$ cat src/rtl/bytechain_pkg.sv
package bytechain_pkg;

    // Position of the current byte inside its stream
    typedef enum logic [1:0] {
        POS_FIRST  = 2'd0,
        POS_SECOND = 2'd1,
        POS_THIRD  = 2'd2,
        POS_STEADY = 2'd3
    } pos_e;

    // Saturating step of the stream position
    function automatic pos_e pos_step(input pos_e p);
        case (p)
            POS_FIRST:  return POS_SECOND;
            POS_SECOND: return POS_THIRD;
            default:    return POS_STEADY;
        endcase
    endfunction

endpackage

$ cat src/rtl/bytechain_pos.sv
module bytechain_pos
    import bytechain_pkg::*;
(
    input  logic clk,
    input  logic rst_n,
    input  logic sos_i,
    input  logic vld_i,
    output pos_e pos_o
);

    typedef struct packed {
        pos_e pos;
    } pos_state_t;

    pos_state_t state_d, state_q;
    pos_e       eff_pos;

    always_comb begin
        // a start strobe overrides the stored position for this cycle
        eff_pos = sos_i ? POS_FIRST : state_q.pos;
        state_d = state_q;
        if (vld_i) begin
            state_d.pos = pos_step(eff_pos);
        end else if (sos_i) begin
            state_d.pos = POS_FIRST;
        end
    end

    always_ff @(posedge clk or negedge rst_n) begin
        if (!rst_n) begin
            state_q.pos <= POS_FIRST;
        end else begin
            state_q <= state_d;
        end
    end

    assign pos_o = eff_pos;

endmodule

$ cat src/rtl/bytechain_mix.sv
module bytechain_mix
    import bytechain_pkg::*;
#(
    parameter int DATA_W = 8
) (
    input  pos_e                  pos_i,
    input  logic [DATA_W-1:0]     byte_i,
    input  logic [3*DATA_W-1:0]   key_i,
    input  logic [DATA_W-1:0]     prev_in_i,
    input  logic [DATA_W-1:0]     last_out_i,
    input  logic [DATA_W-1:0]     older_out_i,
    output logic [DATA_W-1:0]     mix_o
);

    localparam int HI_LSB  = 2 * DATA_W;
    localparam int MID_LSB = DATA_W;

    logic [DATA_W-1:0] k_hi, k_mid, k_lo;
    logic [DATA_W-1:0] chain_t;
    logic              at_or_above;

    assign k_hi  = key_i[HI_LSB +: DATA_W];
    assign k_mid = key_i[MID_LSB +: DATA_W];
    assign k_lo  = key_i[0 +: DATA_W];

    always_comb begin
        at_or_above = (byte_i >= k_hi);
        chain_t     = prev_in_i ^ k_mid;
        case (pos_i)
            POS_FIRST:  mix_o = byte_i  ^ (at_or_above ? k_hi       : k_mid);
            POS_SECOND: mix_o = chain_t ^ (at_or_above ? last_out_i : k_lo);
            default:    mix_o = chain_t ^ (at_or_above ? last_out_i : older_out_i);
        endcase
    end

endmodule

$ cat src/rtl/bytechain_hist.sv
module bytechain_hist #(
    parameter int DATA_W = 8
) (
    input  logic              clk,
    input  logic              rst_n,
    input  logic              vld_i,
    input  logic [DATA_W-1:0] byte_i,
    input  logic [DATA_W-1:0] mix_i,
    output logic [DATA_W-1:0] prev_in_o,
    output logic [DATA_W-1:0] last_out_o,
    output logic [DATA_W-1:0] older_out_o,
    output logic              vld_o
);

    typedef struct packed {
        logic [DATA_W-1:0] prev_in;
        logic [DATA_W-1:0] last_out;
        logic [DATA_W-1:0] older_out;
        logic              vld;
    } hist_t;

    hist_t hist_d, hist_q;

    always_comb begin
        hist_d     = hist_q;
        hist_d.vld = vld_i;
        if (vld_i) begin
            hist_d.prev_in   = byte_i;
            hist_d.older_out = hist_q.last_out;
            hist_d.last_out  = mix_i;
        end
    end

    always_ff @(posedge clk or negedge rst_n) begin
        if (!rst_n) begin
            hist_q <= '0;
        end else begin
            hist_q <= hist_d;
        end
    end

    assign prev_in_o   = hist_q.prev_in;
    assign last_out_o  = hist_q.last_out;
    assign older_out_o = hist_q.older_out;
    assign vld_o       = hist_q.vld;

endmodule

$ cat src/rtl/bytechain_xform.sv
module bytechain_xform
    import bytechain_pkg::*;
#(
    parameter int DATA_W = 8
) (
    input  logic                clk,
    input  logic                rst_n,
    input  logic                sos_i,
    input  logic                in_vld_i,
    input  logic [DATA_W-1:0]   in_byte_i,
    input  logic [3*DATA_W-1:0] key_i,
    output logic [DATA_W-1:0]   out_byte_o,
    output logic                out_vld_o
);

    pos_e              cur_pos;
    logic [DATA_W-1:0] mix_byte;
    logic [DATA_W-1:0] prev_in;
    logic [DATA_W-1:0] last_out;
    logic [DATA_W-1:0] older_out;

    bytechain_pos u_pos (
        .clk   (clk),
        .rst_n (rst_n),
        .sos_i (sos_i),
        .vld_i (in_vld_i),
        .pos_o (cur_pos)
    );

    bytechain_mix #(.DATA_W(DATA_W)) u_mix (
        .pos_i       (cur_pos),
        .byte_i      (in_byte_i),
        .key_i       (key_i),
        .prev_in_i   (prev_in),
        .last_out_i  (last_out),
        .older_out_i (older_out),
        .mix_o       (mix_byte)
    );

    bytechain_hist #(.DATA_W(DATA_W)) u_hist (
        .clk         (clk),
        .rst_n       (rst_n),
        .vld_i       (in_vld_i),
        .byte_i      (in_byte_i),
        .mix_i       (mix_byte),
        .prev_in_o   (prev_in),
        .last_out_o  (last_out),
        .older_out_o (older_out),
        .vld_o       (out_vld_o)
    );

    // the newest result doubles as the registered output
    assign out_byte_o = last_out;

endmodule

$ cat config.mk
export PLATFORM = sky130hd
export DESIGN_NAME = bytechain_xform
export DESIGN_NICKNAME = d
export VERILOG_FILES = /design/src/rtl/bytechain_pkg.sv /design/src/rtl/bytechain_pos.sv /design/src/rtl/bytechain_mix.sv /design/src/rtl/bytechain_hist.sv /design/src/rtl/bytechain_xform.sv
export SDC_FILE = /design/constraint.sdc
export NUM_CORES = 1
export LEC_CHECK = 0
export ABC_AREA = 0
export ABC_CLOCK_PERIOD_IN_PS = 4000
export BUFFER_PORTS_ARGS = -buffer_cell sky130_fd_sc_hd__buf_2
export CAP_MARGIN = 20
export CORE_AREA = 2 2 56 69
export CTS_BUF_LIST = sky130_fd_sc_hd__clkbuf_8
export DETAILED_ROUTE_END_ITERATION = 8
export DIE_AREA = 0 0 58 71
export PLACE_DENSITY = 0.83
export SETUP_SLACK_MARGIN = 0.2
export SYNTH_ARGS = -nofsm -noshare
export SYNTH_HDL_FRONTEND = slang
export SYNTH_SLANG_ARGS = --single-unit
export TNS_END_PERCENT = 5
$ cat constraint.sdc
create_clock -name clk -period 4 [get_ports clk]
set_input_delay 0.2 -clock clk [delete_from_list [all_inputs] [get_ports clk]]
set_output_delay 0.2 -clock clk [all_outputs]
set_load 0.01 [all_outputs]
# After elaboration in Yosys (flattened, before gate mapping)

Cells that the tools add are included.

Register bits: 27
Bits of input ports: 36
Logic and storage cells: 19

$lt $le $gt $ge: 1
Equality and inequality tests: 1
Muxes and demuxes: 7
Bitwise gates (word level): 4
Reductions and logical operators: 1

Operator list:

| operator           | count |
|---|---|
| $xor 8x8->8        | 4 |
| $mux 8             | 3 |
| $pmux 8 s2         | 1 |
| $ge 8x8->1         | 1 |
| $mux 2             | 2 |
| $pmux 2 s2         | 1 |
| $eq 2x1->1 const B | 1 |
| $logic_not 2->1    | 1 |

# Longest topological paths before layout

Gate-level depths: netlist of run 1.

Depth after elaboration: 4
Gate-level depth with buffers: 11
Mapped depth without buffers: 9

# Modules after synthesis

A second synthesis of run 1 with hierarchy kept.

Cells, all modules: 145
Area, all modules: 1936.9 um^2

By module, submodules not included:

| module         | times used | cells each | area each (um^2) | seq. area each (um^2) |
|---|---|---|---|---|
| bytechain_hist | 1          | 52         | 1022.2           | 625.6 |
| bytechain_mix  | 1          | 85         | 812.0            | 0.0 |
| bytechain_pos  | 1          | 8          | 102.6            | 50.0 |

# Worst setup path before layout of run 1

OpenSTA, ideal clock, no wires.

Path kind: input -> register
Start point: input in_byte_i[0]
End point: register u_hist.hist_q (netlist bit u_hist.last_out_o[5])
Library setup time: 0.095 ns
Data arrival time: 1.936 ns
Data required time: 3.905 ns
Setup slack: 1.968 ns
Stages: 10
Path buffers: 1
Cells stage by stage: inv_1 ha_1 nand2b_4 a2111oi_4 o211a_4 buf_12 o21ai_2 a2111oi_0 a311oi_1 o31ai_1

Longest elaborated chain between the ends: 4
Elaborated cells between the ends (all ways): 8
Classes of those cells: order compare (1); mux (4); bitwise (3)

RTL lines:

| element                               | line                                                          | text |
|---|---|---|
| start, declared                       | bytechain_xform.sv:10                                         | `input logic [DATA_W-1:0] in_byte_i,` |
| $ge 8x8->1 *                          | bytechain_mix.sv:27                                           | `at_or_above = (byte_i >= k_hi);` |
| $mux 8, on equally long branches      | bytechain_mix.sv:32, bytechain_mix.sv:30, bytechain_mix.sv:31 |  |
| $xor 8x8->8, on equally long branches | bytechain_mix.sv:32, bytechain_mix.sv:30, bytechain_mix.sv:31 |  |
| $pmux 8 s2 *                          | bytechain_mix.sv:29                                           | `case (pos_i)` |
| end signal, assigned                  | bytechain_hist.sv:38                                          | `hist_q <= hist_d;` |
| end, declared                         | bytechain_hist.sv:22                                          | `hist_t hist_d, hist_q;` |

Mark *: on every way between the ends. The rest lies on a longest branch, timed or not.
A chain may end at the register's enable or synchronous reset.

# Worst setup path after layout of run 1

Start point: input in_byte_i[6]
End point: register u_hist.hist_q (netlist bit u_hist.last_out_o[2])

The elaborated chain is that of the path after synthesis.

==> out/metrics.csv, run 1 <==
metric,value,unit
fmax,427,MHz
dpl ws,1390,ps
YS warnings,0,
router iterations before antenna repair,4,
sequential area share after synthesis,34.9,%
number of I/O port buffers,44,
io pins,45,
RSZ-0062 raised after global routing,no,
share of cells above drive strength 1,33.6,%
static leakage,0.999,nW
Area Growth Syn to Fin,14.5,%
"Req. time, crit path",4190,ps
crit-path max FO,16,
setup TNS,0,ps
cell count after synthesis,190,
Switching Fraction,35.3,%
Root Driver,clkbuf_8,
Worst setup EP type,flip-flop,
hpwl dp,3210,um
Gate power share,39.0,%
routed via count,1594,
Arrival @ worst endpoint,2530,ps
final setup skew,1.47,ps
DRC viols,0,
Period minus WS final,2340,ps
final core area utilization,63.7,%
Final Slew Violations,0,
number of CTS-inserted buffers,3,
GR Overflow Total,0,
Core ar.,3480,um^2
Worst-path clk slew,90,ps
period utilisation layout,58.5,%
startpoint types,primary input,
CTS H-tree lvls,1,
post-route total power,867,uW
max-cap viol count,0,
worst hold slack,110,ps
CTS max path bufs,2,
NumNets Final,277,
first-pass GRT wire length,7530,um
final setup margin,1660,ps
status,"finished, final reports clean",
Total Routed Length,4340,um
Reg power frac,42.9,%
Worst slew margin,55.0,%
number of diodes,0,
Syn Area/Cell,10.2,um^2
Die Ht,71,um
GPL Wtd Cong,0.869,
Crit-path slowest cell,and2_1,
Wirelength per Cell,16.0,um
worst vdd rail ir drop,0.215,mV
Global Route Usage Sum,23.1,%
worst slew pin tran,675,ps
post-synth cell types,39,
CP Class,in -> reg,
Clk pwr share,18.1,%
Initial Utilization,55.6,%
Clock Latency Late Sink,270,ps
internal power,561,uW
syn nets,234,
CP cell instances,buf_2 -> ha_1 -> a21o_1 -> a21oi_2 -> and2_1 -> o21ai_0 -> a2111oi_0 -> a311oi_1 -> o31ai_1,
power per cell area,390,nW/um^2
DR iter-0 viols,44,
num rows,24,
final hold vios,0,
initial antenna violation count,0,
PostCTS Resize Cnt,0,
CTS tree,done,
die width,58,um
via/cell ratio,5.88,
vias in the first global route,1646,
register bit total from synthesis,27,
"slowest stage delay, CP",560,ps
CTS sink cnt,27,
Post-Synthesis Cell Area,1940,um^2
Final setup viols,0,
Psw,306,uW
die footprint,4120,um^2
Worst Hold Class,in -> reg,
fill cell count,303,
largest net degree at the start of global routing,36,
Routed Antenna Nets,0,
==> critical path, delay by kind of cell <==
kind                       cells  cell delay [ps]
and+or+nand+nor                1              560
buffers and inverters          1              120
adders and majority gates      1              300
AOI/OAI and AO/OA              6             1340
==> placed cells by master, fill, tap and decap left out, types with 2 or more instances in the layout <==
| master | netlist | routed |
|---|---|---|
| nor2_1 | 4 | 4 |
| nand2_1 | 2 | 2 |
| dfrtp_1 | 27 | 27 |
| a21oi_2 | 7 | 7 |
| ha_1 | 8 | 8 |
| xor2_1 | 8 | 8 |
| inv_1 | 13 | 14 |
| xnor2_1 | 8 | 8 |
| nor3_1 | 10 | 10 |
| a2111oi_0 | 7 | 7 |
| a311oi_1 | 7 | 7 |
| buf_2 | 1 | 44 |
| o31ai_1 | 8 | 8 |
| mux2_2 | 15 | 15 |
| clkbuf_8 | 0 | 3 |
| buf_4 | 1 | 2 |
| o21ai_0 | 7 | 7 |
| nor2b_1 | 7 | 7 |
| and3_1 | 6 | 6 |
| o21ai_2 | 2 | 2 |
| nand3_1 | 8 | 8 |
| a21oi_1 | 5 | 5 |
| mux2i_1 | 8 | 8 |
==> power groups by stage <==
stage	Sequential, mW	Clock, mW	Combinational (mW)
2_1_floorplan	0.376	0	0.243
3_3_place_gp	0.372	0	0.329
3_5_place_dp	0.377	0	0.339
4_1_cts	0.372	0.164	0.341
5_1_grt	0.380	0.171	0.373
6_report	0.372	0.157	0.338
==> cells by family after synthesis <==
family / share of synthesized area, %
muxes: 12.8
adders and majority gates: 5.16
and+or+nand+nor: 12.3
DFF: 34.9
xor gates and xnor gates: 7.23
buffers and inverters: 5.49
AOI/OAI and AO/OA: 22.1
==> through the flow <==
| step | instances | area (um^2) |
|---|---|---|
| 2_1_floorplan | 190 | 1940 |
| 3_3_place_gp | 266 | 2160 |
| 3_5_place_dp | 266 | 2160 |
| 4_1_cts | 271 | 2220 |
| 5_1_grt | 271 | 2220 |
| 6_report | 271 | 2220 |
==> synthesized netlist by cell type, drive strengths merged <==
master   number  share of area, %
nand2b        1              0.71
nor3         10               2.6
nand2         3              0.97
o221a         1              0.58
dfrtp        27                35
clkbuf        6               1.3
mux2i         8               4.1
nor2          4              0.77
buf           3               1.7
or3           1              0.32
a31oi         1              0.32
xor2          8               3.6
inv          13               2.5
a21o          1              0.39
o31ai         8               3.1
ha            8               5.2
nor3b         1              0.39
a2111o        1              0.58
and2          1              0.32
mux2         15               8.7
xnor2         8               3.6
o21ai        10               3.0
and3          6               1.9
nor2b         7               2.3
o211a         1              0.90
nand3         8               2.1
a2111oi       8               4.6
a311oi        7               3.2
o21a          1              0.39
o211ai        1              0.65
a21oi        12               4.5
==> path summary, 6_finish.rpt <==
check,slack [ps],startpoint,end,cells after the start
max in group asynchronous,3130,rst_n,u_hist.prev_in_o[5],2
hold reg to reg,520,u_hist.older_out_o[4],u_hist.older_out_o[4],1
setup reg to reg,2310,u_pos.state_q[0],u_hist.last_out_o[2],5
setup / recovery,1660,in_byte_i[6],u_hist.last_out_o[2],9
hold / removal,110,sos_i,u_pos.state_q[1],2
min in group asynchronous,460,rst_n,u_hist.prev_in_o[0],2
==> state kept, by name, summed over array words and instances, names as in the netlist <==
signal,count
u_hist.prev_in_o,8
u_pos.state_q,2
u_hist.last_out_o,8
u_hist.older_out_o,8
u_hist.vld_o,1
==> timing repair <==
action,in CTS,in global routing
setup buffers,0,0
hold buffers,1,0
endpoints found under the hold margin,27,0
==> area by class of cell <==
cell class	instances	area, um^2	area share [%]
multi-input combinational	141	1160	52.1
clock buffer	3	41.3	1.86
tap	39	48.8	2.20
timing repair buffer	47	245	11.0
inverter	13	48.8	2.20
sequential	27	676	30.4
clock inverter	1	3.75	0.169
==> per-layer routing <==
layer,vias up,share of wire (%),track usage (%)
li1,798,-,-
met1,751,44,30.6
met2,39,51,39.4
met3,6,4.1,2.01
met4,0,1.2,7.24
met5,-,0,0
(Power assumes the default switching activity.)
==> run 2: changes to the inputs <==
Settings changed: ABC_CLOCK_PERIOD_IN_PS 4000 to 2100, CORE_AREA 2 2 56 69 to 2 2 60 74, DIE_AREA 0 0 58 71 to 0 0 62 76, PLACE_DENSITY 0.83 to 0.76.
Clock period 4 ns to 2.1 ns, I/O delays scaled along.
==> run 2 against run 1 <==
Net effect:
- clock skew about the same
- setup slack got worse by 1500 ps
- critical path depth grew 2
- first-iteration DRC count down 4.5%
- total power rose by 100%
- final area rose by 9.0%
- hold slack lost 94 ps
- die area rose by 14%
- via count increased by 6.0%
- non-clock buffer count rose by 13
- critical endpoint unchanged
- largest cell class unchanged
- highest routed layer unchanged
==> out/metrics.csv, run 2 (same netlist as run 1, synthesis figures left out) <==
metric,value,unit
GPL Wtd Cong,0.767,
period utilisation layout,91.1,%
final core area utilization,59.5,%
Final Slew Violations,0,
"slowest stage delay, CP",460,ps
num rows,26,
worst hold slack,16.0,ps
number of I/O port buffers,44,
largest net degree at the start of global routing,35,
GR Overflow Total,0,
"commonest cells after routing, fill and taps aside","buf_2, dfrtp_1, mux2_2",
final setup skew,1.96,ps
Switching Fraction,35.5,%
CTS H-tree lvls,1,
CTS max path bufs,2,
router iterations before antenna repair,4,
NumNets Final,290,
Arrival @ worst endpoint,2090,ps
fill cell count,379,
Wirelength per Cell,15.8,um
CP cell instances,buf_6 -> inv_4 -> ha_4 -> nand2b_4 -> a2111oi_4 -> o211a_4 -> buf_4 -> o21ai_0 -> a2111oi_1 -> a311oi_1 -> o31ai_1,
vias in the first global route,1610,
"commonest non-fill, non-tap cell in the layout",buf_2,
Gate power share,41.6,%
die footprint,4710,um^2
die width,62,um
DR iter-0 viols,42,
DRC viols,0,
startpoint types,primary input,
Clock Latency Late Sink,280,ps
via/cell ratio,5.61,
Core ar.,4070,um^2
Die Ht,76,um
WP buf/inv,3,
hpwl dp,3300,um
Clk pwr share,17.7,%
Period minus WS final,1910,ps
status,"finished, final reports clean",
Area Growth Syn to Fin,24.8,%
CP Class,in -> reg,
routed via count,1690,
Initial Utilization,47.7,%
number of CTS-inserted buffers,3,
fmax,523,MHz
first-pass GRT wire length,7440,um
io pins,45,
crit-path max FO,3,
Psw,616,uW
"Req. time, crit path",2280,ps
power per cell area,718,nW/um^2
Total Routed Length,4760,um
static leakage,1.07,nW
Global Route Usage Sum,20.4,%
initial antenna violation count,0,
Reg power frac,40.7,%
Worst setup EP type,flip-flop,
share of cells above drive strength 1,39.6,%
"CP delay by family, top",compound AO/OA/AOI/OAI gates,
Root Driver,clkbuf_8,
Final setup viols,0,
internal power,1.12,mW
Crit-path slowest cell,a2111oi_4,
Worst slew margin,58.9,%
worst slew pin tran,617,ps
max-cap viol count,0,
RSZ-0062 raised after global routing,yes,
Worst-path clk slew,100,ps
Worst Hold Class,in -> reg,
final hold vios,0,
CTS tree,done,
CTS sink cnt,27,
Routed Antenna Nets,0,
worst vdd rail ir drop,0.286,mV
number of diodes,0,
run 2: changes by cell type in the layout (fill, tap and decap cells not counted), sizes merged:
cell and change:
clkinv +1, inv -1, buf +13
run 2: worst paths after layout:
check	start	end	cells after the start	slack [ps]
max	in_byte_i[0]	u_hist.last_out_o[2]	11	190
min	sos_i	u_pos.state_q[1]	2	20
max reg2reg	u_pos.state_q[0]	u_hist.last_out_o[0]	6	440
min reg2reg	u_hist.older_out_o[5]	u_hist.older_out_o[5]	1	520
max in group asynchronous	rst_n	u_hist.last_out_o[5]	2	1330
min in group asynchronous	rst_n	u_pos.state_q[1]	2	370
run 2: metrics by stage:
step	cells	setup slack, ps	area [um^2]	setup TNS (ps)	total power, mW
final	301	187	2420	0	1.74
after CTS	301	207	2340	0	1.71
after detailed placement	292	-139	2250	-759	1.39
after floorplan	190	182	1940	0	1.18
after global routing	301	82.6	2420	0	1.85
after global placement	292	-49.8	2250	-231	1.36
run 2: final cells by class:
cell class / count / area (um^2) / share of cell area (%)
Clock buffer: 3 / 41.3 / 1.71
Clock inverter: 1 / 5.00 / 0.207
Inverter: 13 / 51.3 / 2.12
Multi-Input combinational cell: 141 / 1200 / 49.8
Sequential cell: 27 / 676 / 27.9
Tap cell: 56 / 70.1 / 2.90
Timing Repair Buffer: 60 / 370 / 15.3
run 2: timing repair:
| item | in CTS | in global routing |
|---|---|---|
| buffers inserted | 4 | 0 |
| gates cloned | 0 | 0 |
| hold endpoints to repair | 27 | 0 |
| pin swaps | 2 | 6 |
| hold buffers | 1 | 0 |
| resized for setup | 1 | 21 |
| setup endpoints to repair | 6 | 8 |
run 2: power by group through the flow:
| stage | clock, mW | sequential (mW) | combinational [mW] |
|---|---|---|---|
| after floorplan | 0 | 0.716 | 0.463 |
| after global placement | 0 | 0.707 | 0.657 |
| after detailed placement | 0 | 0.716 | 0.669 |
| after CTS | 0.313 | 0.705 | 0.690 |
| after global routing | 0.326 | 0.724 | 0.798 |
| final | 0.307 | 0.708 | 0.722 |
run 2: metal layers:
metal  global-route usage [%]  part of all wire (%)  routed length (um)  up-vias
met3                     1.02                   3.1                 149        8
met1                     28.1                    44                2100      821
met2                     33.8                    51                2410       44
li1                         -                     -                   -      817
met4                     5.74                   2.0                  97        0
met5                        0                     0                   0        -
==> run 3: changes to the inputs <==
--- a/config.mk
+++ b/config.mk
@@ -8,10 +8,10 @@
 export ABC_AREA = 0
-export ABC_CLOCK_PERIOD_IN_PS = 2100
+export ABC_CLOCK_PERIOD_IN_PS = 2200
 export BUFFER_PORTS_ARGS = -buffer_cell sky130_fd_sc_hd__buf_2
 export CAP_MARGIN = 20
-export CORE_AREA = 2 2 60 74
+export CORE_AREA = 2 2 56 69
 export CTS_BUF_LIST = sky130_fd_sc_hd__clkbuf_8
 export DETAILED_ROUTE_END_ITERATION = 8
-export DIE_AREA = 0 0 62 76
-export PLACE_DENSITY = 0.76
+export DIE_AREA = 0 0 58 71
+export PLACE_DENSITY = 0.83
 export SETUP_SLACK_MARGIN = 0.2
==> constraint.sdc (replaced) <==
create_clock -name clk -period 2.2 [get_ports clk]
set_input_delay 0.11 -clock clk [delete_from_list [all_inputs] [get_ports clk]]
set_output_delay 0.11 -clock clk [all_outputs]
set_load 0.02 [all_outputs]
==> run 3 against run 2 <==
Net effect:
- final area down 3.1%
- via count up 2.0%
- non-clock buffer count down 4
- clock skew up 4.1 ps
- die area down 13%
- highest routed layer unchanged
==> out/metrics.csv, run 3 (same netlist as run 1, synthesis figures left out) <==
metric,value,unit
Clock Latency Late Sink,280,ps
final core area utilization,67.3,%
CP Class,in -> reg,
Worst Hold Launch,sos_i,
worst vdd rail ir drop,0.502,mV
DR iter-0 viols,69,
Initial Utilization,55.6,%
router iterations before antenna repair,4,
GPL Wtd Cong,0.802,
crit-path max FO,6,
Routed Antenna Nets,0,
Layout Cells excl Fill,281,
Core ar.,3480,um^2
vias in the first global route,1686,
startpoint types,primary input,
Total Routed Length,4890,um
period utilisation layout,88.6,%
number of CTS-inserted buffers,3,
CTS sink cnt,27,
WP buf/inv,3,
Period minus WS final,1950,ps
worst slew pin tran,602,ps
worst hold slack,19.9,ps
routed via count,1724,
number of diodes,0,
Worst setup EP type,flip-flop,
Reg2Reg Launch Point,u_pos.state_q[0],
Worst Hold Class,in -> reg,
GR Overflow Total,0,
"slowest stage delay, CP",370,ps
via/cell ratio,6.14,
CP cell instances,buf_2 -> inv_1 -> ha_1 -> nand2b_4 -> a2111oi_4 -> buf_4 -> o211a_4 -> o21ai_0 -> a2111oi_2 -> a311oi_1 -> o31ai_1,
Arrival @ worst endpoint,2130,ps
die width,58,um
dpl ws,-114,ps
Die Ht,71,um
CTS max path bufs,2,
initial antenna violation count,0,
Final Slew Violations,0,
Critical Path Source,in_byte_i[0],
CTS tree,done,
final hold vios,0,
io pins,45,
final setup skew,6.10,ps
number of I/O port buffers,44,
power per cell area,714,nW/um^2
setup TNS,0,ps
"CP delay by family, top",compound AO/OA/AOI/OAI gates,
final setup margin,251,ps
Crit-path slowest cell,a2111oi_2,
Global Route Usage Sum,23.6,%
fmax,513,MHz
RSZ-0062 raised after global routing,yes,
DRC viols,0,
"commonest cells after routing, fill and taps aside","buf_2, dfrtp_1, mux2_2",
Root Driver,clkbuf_8,
Area Growth Syn to Fin,21.0,%
"Design Area, Final",2340,um^2
status,"finished, final reports clean",
first-pass GRT wire length,7620,um
static leakage,1.05,nW
NumNets Final,287,
Wirelength per Cell,17.4,um
largest net degree at the start of global routing,35,
CTS H-tree lvls,1,
die footprint,4120,um^2
hpwl dp,3360,um
Final setup viols,0,
Worst-path clk slew,100,ps
num rows,24,
post-route total power,1.67,mW
dpl cells,272,
Placed Area,2210,um^2
"Req. time, crit path",2380,ps
share of cells above drive strength 1,38.0,%
Worst slew margin,59.9,%
max-cap viol count,0,
"commonest non-fill, non-tap cell in the layout",buf_2,
## run 3: path summary, 6_finish.rpt
check / to / slack (ps) / depth (start not counted)
setup reg to reg: u_hist.last_out_o[2] / 540 / 6
setup / recovery: u_hist.last_out_o[2] / 250 / 11
max in group asynchronous: u_hist.last_out_o[2] / 1420 / 2
hold reg to reg: u_hist.older_out_o[4] / 510 / 1
min in group asynchronous: u_hist.prev_in_o[0] / 380 / 2
hold / removal: u_pos.state_q[1] / 20 / 2
## run 3: final cells by class
class                           count  area, um^2
Multi-Input combinational cell    142        1210
Fill cell                         269        1140
Sequential cell                    27         676
Timing Repair Buffer               56         313
Inverter                           13        48.8
Tap cell                           39        48.8
Clock buffer                        3        41.3
Clock inverter                      1        3.75
## run 3: worst register-to-register path, stage by stage (launching register included)
cell and delay (ps):
dfrtp_1 420, nor3b_1 200, buf_4 230, mux2i_1 260, a21oi_2 100, xnor2_1 140, o31ai_1 210
## run 3: what timing repair did
action | in CTS | in global routing
hold buffers | 1 | 0
resized for setup | 1 | 13
pin swaps | 0 | 4
hold endpoints to repair | 27 | 0
setup buffers | 0 | 3
setup endpoints to repair | 1 | 7
gates cloned | 0 | 1
## run 3: where the power goes
part	total (mW)	internal, mW	switching [mW]
clock network	0.291	0.126	0.165
registers	0.671	0.598	0.0731
logic	0.713	0.330	0.383
## run 3: routing by layer
| metal | track usage [%] | routed length (um) | part of all wire, % |
|---|---|---|---|
| met5 | 0 | 0 | 0 |
| met3 | 3.11 | 289 | 5.9 |
| met1 | 31.5 | 2010 | 41 |
| met4 | 9.04 | 180 | 3.7 |
| met2 | 38.8 | 2400 | 49 |
